==> config.mk <==
export PLATFORM = sky130hd
export DESIGN_NAME = nvShadowCtrl
export DESIGN_NICKNAME = d
export VERILOG_FILES = /design/src/rtl/nvsc_pkg.sv /design/src/rtl/nvscDecode.sv /design/src/rtl/nvscSeq.sv /design/src/rtl/nvShadowCtrl.sv
export SDC_FILE = /design/constraint.sdc
export NUM_CORES = 1
export LEC_CHECK = 0
export CELL_PAD_IN_SITES_DETAIL_PLACEMENT = 0
export CELL_PAD_IN_SITES_GLOBAL_PLACEMENT = 2
export CORE_MARGIN = 2
export CORE_UTILIZATION = 31
export DETAILED_ROUTE_END_ITERATION = 7
export PLACE_DENSITY_LB_ADDON = 0.2
export SYNTH_ARGS = -nofsm -noshare
export SYNTH_HDL_FRONTEND = slang
export SYNTH_SLANG_ARGS = --single-unit
==> constraint.sdc <==
create_clock -name clk -period 1.5 [get_ports clk]
set_input_delay 0.15 -clock clk [delete_from_list [all_inputs] [get_ports clk]]
set_output_delay 0.15 -clock clk [all_outputs]
set_load 0.05 [all_outputs]
==> src/rtl/nvsc_pkg.sv <==
package nvsc_pkg;
  typedef enum logic [2:0] {
    MODE_IDLE    = 3'd0,
    MODE_READ    = 3'd1,
    MODE_WRITE   = 3'd2,
    MODE_RECALL  = 3'd3,
    MODE_STORE   = 3'd4,
    MODE_OUTOFF  = 3'd5,
    MODE_NOOP    = 3'd6,
    MODE_BLOCKED = 3'd7
  } opMode_e;

  // decoded strobes handed from the datapath to the sequencer
  typedef struct packed {
    logic okGate;
    logic writeSel;
    logic recallSel;
    logic storeSel;
  } decStrobes_t;
endpackage

==> src/rtl/nvscDecode.sv <==
module nvscDecode
  import nvsc_pkg::*;
(
  input  logic        clk,
  input  logic        rstN,
  input  logic        supplyOk,
  input  logic        ceN,
  input  logic        oeN,
  input  logic        weN,
  input  logic        nvN,
  input  logic        engineBusy,
  output opMode_e     mode,
  output decStrobes_t strobes,
  output logic        busDriveEn,
  output logic        ramWriteEn
);
  logic ceS, oeS, weS, nvS, okS, busyS;

  always_ff @(posedge clk or negedge rstN) begin
    if (!rstN) begin
      ceS   <= 1'b1;
      oeS   <= 1'b1;
      weS   <= 1'b1;
      nvS   <= 1'b1;
      okS   <= 1'b0;
      busyS <= 1'b0;
    end else begin
      ceS   <= ceN;
      oeS   <= oeN;
      weS   <= weN;
      nvS   <= nvN;
      okS   <= supplyOk;
      busyS <= engineBusy;
    end
  end

  always_comb begin
    if (ceS) begin
      mode = MODE_IDLE;
    end else begin
      unique case ({oeS, weS, nvS})
        3'b011:  mode = MODE_READ;
        3'b101:  mode = MODE_WRITE;
        3'b010:  mode = MODE_RECALL;
        3'b100:  mode = MODE_STORE;
        3'b111:  mode = MODE_OUTOFF;
        3'b000:  mode = MODE_BLOCKED;
        default: mode = MODE_NOOP;
      endcase
    end
  end

  logic gate;
  assign gate = okS && !busyS;

  always_comb begin
    strobes.okGate    = gate;
    strobes.writeSel  = (mode == MODE_WRITE);
    strobes.recallSel = (mode == MODE_RECALL);
    strobes.storeSel  = (mode == MODE_STORE);
  end

  assign busDriveEn = gate && (mode == MODE_READ);
  assign ramWriteEn = gate && (mode == MODE_WRITE);
endmodule

==> src/rtl/nvscSeq.sv <==
module nvscSeq
  import nvsc_pkg::*;
#(
  parameter int QUAL_CYCLES = 5
) (
  input  logic        clk,
  input  logic        rstN,
  input  decStrobes_t strobes,
  output logic        storeReq,
  output logic        recallReq
);
  localparam int CNT_W = (QUAL_CYCLES < 2) ? 1 : $clog2(QUAL_CYCLES + 1);
  localparam logic [CNT_W-1:0] CNT_LAST = CNT_W'(QUAL_CYCLES - 1);

  logic [CNT_W-1:0] holdCnt;
  logic fired, writeSeen, lastHeld, lastStore;
  logic holdNv, kindFlip, reachNow;

  assign holdNv   = strobes.recallSel || strobes.storeSel;
  assign kindFlip = holdNv && lastHeld && (strobes.storeSel != lastStore);
  assign reachNow = strobes.okGate && (holdCnt == CNT_LAST) && !fired;

  always_ff @(posedge clk or negedge rstN) begin
    if (!rstN) begin
      holdCnt   <= '0;
      fired     <= 1'b0;
      writeSeen <= 1'b0;
      lastHeld  <= 1'b0;
      lastStore <= 1'b0;
      storeReq  <= 1'b0;
      recallReq <= 1'b0;
    end else begin
      storeReq  <= 1'b0;
      recallReq <= 1'b0;
      lastHeld  <= holdNv;
      lastStore <= strobes.storeSel;
      if (strobes.okGate && strobes.writeSel) writeSeen <= 1'b1;
      if (!holdNv) begin
        holdCnt <= '0;
        fired   <= 1'b0;
      end else if (kindFlip) begin
        holdCnt <= '0;
        fired   <= 1'b0;
      end else if (!strobes.okGate) begin
        holdCnt <= '0;
      end else if (reachNow) begin
        fired <= 1'b1;
        if (strobes.recallSel) begin
          recallReq <= 1'b1;
        end else if (writeSeen) begin
          storeReq  <= 1'b1;
          writeSeen <= 1'b0;
        end
      end else if (holdCnt != CNT_LAST) begin
        holdCnt <= holdCnt + 1'b1;
      end
    end
  end
endmodule

==> src/rtl/nvShadowCtrl.sv <==
module nvShadowCtrl
  import nvsc_pkg::*;
#(
  parameter int QUAL_CYCLES = 5
) (
  input  logic       clk,
  input  logic       rstN,
  input  logic       supplyOk,
  input  logic       ceN,
  input  logic       oeN,
  input  logic       weN,
  input  logic       nvN,
  input  logic       engineBusy,
  output logic [2:0] opMode,
  output logic       busDriveEn,
  output logic       ramWriteEn,
  output logic       storeReq,
  output logic       recallReq
);
  opMode_e     modeDec;
  decStrobes_t strobes;

  nvscDecode u_decode (
    .clk(clk), .rstN(rstN), .supplyOk(supplyOk),
    .ceN(ceN), .oeN(oeN), .weN(weN), .nvN(nvN),
    .engineBusy(engineBusy), .mode(modeDec), .strobes(strobes),
    .busDriveEn(busDriveEn), .ramWriteEn(ramWriteEn)
  );

  nvscSeq #(.QUAL_CYCLES(QUAL_CYCLES)) u_seq (
    .clk(clk), .rstN(rstN), .strobes(strobes),
    .storeReq(storeReq), .recallReq(recallReq)
  );

  assign opMode = modeDec;
endmodule

---- Word-level counts from Yosys, hierarchy flattened ----
Index checks and enable logic that the tools add are counted.
W data, S select, Z words.
storage, ports and cells
  input port bits ......................... 8
  register bits after elaboration ......... 15
  output and inout bits ................... 7
  word-level logic and storage cells ...... 72
operators by class
  equal/unequal tests ..................... 16
  muxes and demuxes ....................... 29
  reductions and logical operators ........ 13
  add/subtract/negate cells ............... 1
operators by type and width
  operator               count
  $mux W1                22
  $mux W3                6
  $pmux W3 S6            1
  $eq A3 B3 Y1 const B   5
  $eq A3 B2 Y1 const B   4
  $ne A3 B3 Y1 const B   3
  $ne A4 B4 Y1 const B   2
  $logic_and A1 B1 Y1    7
  $reduce_and A2 Y1      2
  $add A3 B1 Y3 const B  1
  $eq A3 B1 Y1 const B   1
  $logic_not A3 Y1       1
  $logic_not A1 Y1       2
  $logic_or A1 B1 Y1     1
  $ne A1 B1 Y1           1

---- Logic depth before layout (Yosys ltp) ----
  depth in word-level cells ............... 12
  depth in mapped cells ................... 5
  mapped depth without buffers ............ 5

---- Modules after synthesis ----
From an unflattened synthesis, not the netlist that was laid out.
unflattened totals
  cells, all modules ...................... 58
  area total of the unflattened synthesis .. 704.4 µm²
by module, submodules not included
  module      area an instance (µm²)  cells each  times used  sequential area each (µm²)
  nvscSeq     437.9                   35          1           225.2
  nvscDecode  266.5                   23          1           155.1

---- Worst setup path after synthesis ----
OpenSTA, ideal clock, no wires.
  kind .................................... reg-to-output
  from .................................... register u_decode.weS
  to ...................................... output port opMode[1]
  arrival time ............................ 1.924 ns
  data required time ...................... 1.350 ns
  cell stages (with the launch flop) ...... 4
  buffers on the path ..................... 0
  path slack .............................. -0.574 ns
  cells stage by stage .................... dfstp_2 nand2b_4 nor2_1 a211oi_1
on the way
  word-level cells in the longest chain between the ends .. 3
  elaborated cells on any way between the ends .. 8
  those cells by class .................... eq/ne (5); mux (2); reduce/logical (1)
ends and longest elaborated chain
  what                                  RTL line            text
  from (decl)                           nvscDecode.sv:17    logic ceS, oeS, weS, nvS, okS, busyS;
  from (signal assigned)                nvscDecode.sv:30    weS <= weN;
  $eq A3 B3 Y1 (tied with other cells)  nvscDecode.sv:41    unique case ({oeS, weS, nvS})
  $pmux W3 S6 *                         nvscDecode.sv:41
  $mux W3 *                             nvscDecode.sv:38    if (ceS) begin
  to (decl)                             nvShadowCtrl.sv:14  output logic [2:0] opMode,
Every way passes the cells marked *; elsewhere a longest branch is shown, timed or not.

---- Worst setup path after layout ----
  from .................................... register u_decode.oeS
  to ...................................... output port opMode[2]
on the way
  word-level cells in the longest chain between the ends .. 3
  elaborated cells on any way between the ends .. 8
  those cells by class .................... eq/ne (5); mux (2); reduce/logical (1)
ends and longest elaborated chain
  what                                  RTL line          text
  from (decl)                           nvscDecode.sv:17
  from (signal assigned)                nvscDecode.sv:29  oeS <= oeN;
  $eq A3 B3 Y1 (tied with other cells)  nvscDecode.sv:41
  $pmux W3 S6 *                         nvscDecode.sv:41
  $mux W3 *                             nvscDecode.sv:38
Marks and branches as above.

==> flow_metrics.tcl <==
set metrics [dict create \
    worstPathArrival_ns 1.43 \
    violations "setup timing" \
    layout_setup_ws_ns -0.0845 \
    drcViolationCount 0 \
    clk_latency_ns 0.28 \
    hold_path_class "input port to async pin" \
    cap_viol_max_count 0 \
    dpl.hpwl_um 862 \
    first_iter_violations 2 \
    critPathMaxFanout 3 \
    hold_viol 0 \
    ant_nets 0 \
    power_density_mw_per_mm2 792 \
    drive_gt1_frac 0.425 \
    routed_wl_mm 1.30 \
    coreArea_mm2 0.00200 \
    holdBufCountCts 0 \
    wl_per_cell_um 12.2 \
    fin_crit_ns 1.58 \
    ys_top_cells_by_count "dfrtp_1, nor2_1, dfstp_2" \
    grt_pass1_vias 500 \
    rsz0062_at_grt "yes" \
    cts_max_path_buffers 2 \
    synth_edf_count 0 \
    diodes 0 \
    synth_area_um2 673 \
    worst_ep_required_time_ns 1.35 \
    start_util 0.336 \
    grt_overflow 0 \
    antenna_found_initial 0 \
    stdcell_count 107 \
    synth_ff_type "dfrtp_1" \
    rows 16 \
    synth_most_common_cell "dfrtp_1" \
    portBuffers 14 \
    die_w_um 50.6 \
    synth_top_area_share 0.409 \
    post-place-cells 97 \
    synth_cell_types 27 \
    drv_slew 0 \
    fin_tns_setup_ns -0.438 \
    grt_pass1_wl_mm 2.24 \
    syn_nets 65 \
    dieHeight_um 50.6 \
    max_stage_delay_ns 0.59 \
    worstMarginPinSlew_ns 0.339 \
    r2r_slack_ns -0.06 \
    vias 500 \
    ys_ff_latch 15 \
    gp_congestion 0.777 \
    synthTopCellsByArea "dfrtp_1, dfstp_2, nor2_1, a221oi_4, ha_1" \
    cp_cell_sequence "nand2b_4 -> nor3b_4 -> buf_12" \
    nets 91 \
    viasPerCell 4.67 \
    drtPass1Iterations 2 \
    cts_made_buffers 3 \
    cts_tree "done" \
    numClockSinks 15 \
    endpoint_kind "output port" \
    syn_to_final_growth_pct 56.9 \
    grt_max_degree 16 \
    preCtsSetupSlack_ns 0.0783 \
    fmax_mhz 631 \
    ys_warn_count 0 \
    yosysSeqAreaShare 0.565 \
    fp.dieArea_mm2 0.00256 \
    worst_path_max_delay_cell "dfstp_2" \
    slew-limit-headroom 0.774 \
    async_reset_ff_frac 1.00 \
    synth_top_cell_by_area "dfrtp_1" \
    path_class "flop to output port" \
    report.final.setup_viol 9 \
    clk_pin_slew_worst_paths_ns 0.09 \
    ir_worst_vdd_mv 0.435 \
    fin_util 0.528 \
    finalCritPeriodShare 1.06 \
    avgSynthCellArea_um2 12.2 \
    postPlaceCellArea_um2 918 \
    p_leak_uw 0.000459 \
    finClkSkew_ns 0.00232 \
    final_area_mm2 0.00106 \
    critPathLaunchType "flop" \
    synthCells 55 \
    gr-usage-all-layers 0.123 \
    pin_count 15 \
    clockRootBuffer "clkbuf_4" \
    status "complete, but fails checks" \
    cts.htree.levels 1 \
]
## per-layer routing
| layer | part of all wire | routed length (um) | global-route usage | up-vias |
|---|---|---|---|---|
| li1 | - | - | - | 242 |
| met1 | 0.47 | 617 | 0.158 | 248 |
| met2 | 0.48 | 630 | 0.189 | 10 |
| met3 | 0.043 | 56 | 0.0387 | 0 |
| met4 | 0 | 0 | 0.0541 | 0 |
| met5 | 0 | 0 | 0 | - |
## registers in the layout, indices dropped and copies added (netlist names)
name             cells
u_seq.lastStore      1
u_seq.writeSeen      1
u_decode.ceS         1
u_decode.weS         1
u_seq.fired          1
u_seq.lastHeld       1
u_seq.storeReq       1
u_decode.busyS       1
u_decode.oeS         1
u_decode.okS         1
u_seq.recallReq      1
u_decode.nvS         1
u_seq.holdCnt        3
## critical path, delay by kind of cell, from the launching register on
kind | cells | cell delay (ns)
buffers and inverters | 1 | 0.16
DFF | 1 | 0.59
and+or+nand+nor | 2 | 0.40
## logic make-up after synthesis
family,after synthesis,synth area share
flops,15,0.565
compound gates,8,0.121
mux,1,0.0167
simple gates,24,0.217
buf+inv,3,0.0167
xor+xnor,2,0.0260
fa+ha+maj,2,0.0372
## final timing paths
check	depth (start not counted)	to	from
worst max-delay path	3	opMode[2]	u_decode.oeS
worst min-delay path	2	u_seq.holdCnt[0]	rstN
worst max register to register	5	u_seq.storeReq	u_decode.weS
worst min register to register	1	u_seq.writeSeen	u_seq.writeSeen
max in group asynchronous	2	u_decode.weS	rstN
min in group clk	1	u_decode.oeS	oeN
## where the power goes
part	switching, uW	internal, uW	leakage, uW
clock	133	103	0.0000150
combinational	69.1	85.7	0.000257
sequential	20.0	425	0.000188
total	222	614	0.000459
## layout make-up
cell class / instances / area, um2
Tap cell: 27 / 33.8
Sequential cell: 15 / 380
Multi-Input combinational cell: 37 / 354
Fill cell: 186 / 946
Inverter: 3 / 11.3
Timing Repair Buffer: 21 / 250
Clock buffer: 4 / 26.3
## cells in the final DEF (no fill, tap or decap), types with 3 or more instances in the layout
| master | count |
|---|---|
| clkdlybuf4s50_1 | 7 |
| nor2_2 | 3 |
| buf_12 | 6 |
| dfrtp_1 | 11 |
| nor2_1 | 3 |
| clkbuf_4 | 3 |
| inv_1 | 3 |
| dfstp_2 | 4 |
| buf_4 | 8 |
## per-stage QoR
step                power (uW)  hold WS [ns]
global route               882         0.171
global placement           578         0.470
floorplan                  513        -0.146
finish                     836         0.169
detailed placement         578         0.477
CTS                        834         0.174
## timing repair
| action | 4_1_cts | 5_1_grt |
|---|---|---|
| setup buffers | 5 | 1 |
| resized for setup | 6 | 4 |
| pin swaps | 7 | 4 |
| setup endpoints to repair | 4 | 11 |
No activity file was read; power rests on OpenSTA's default activity.
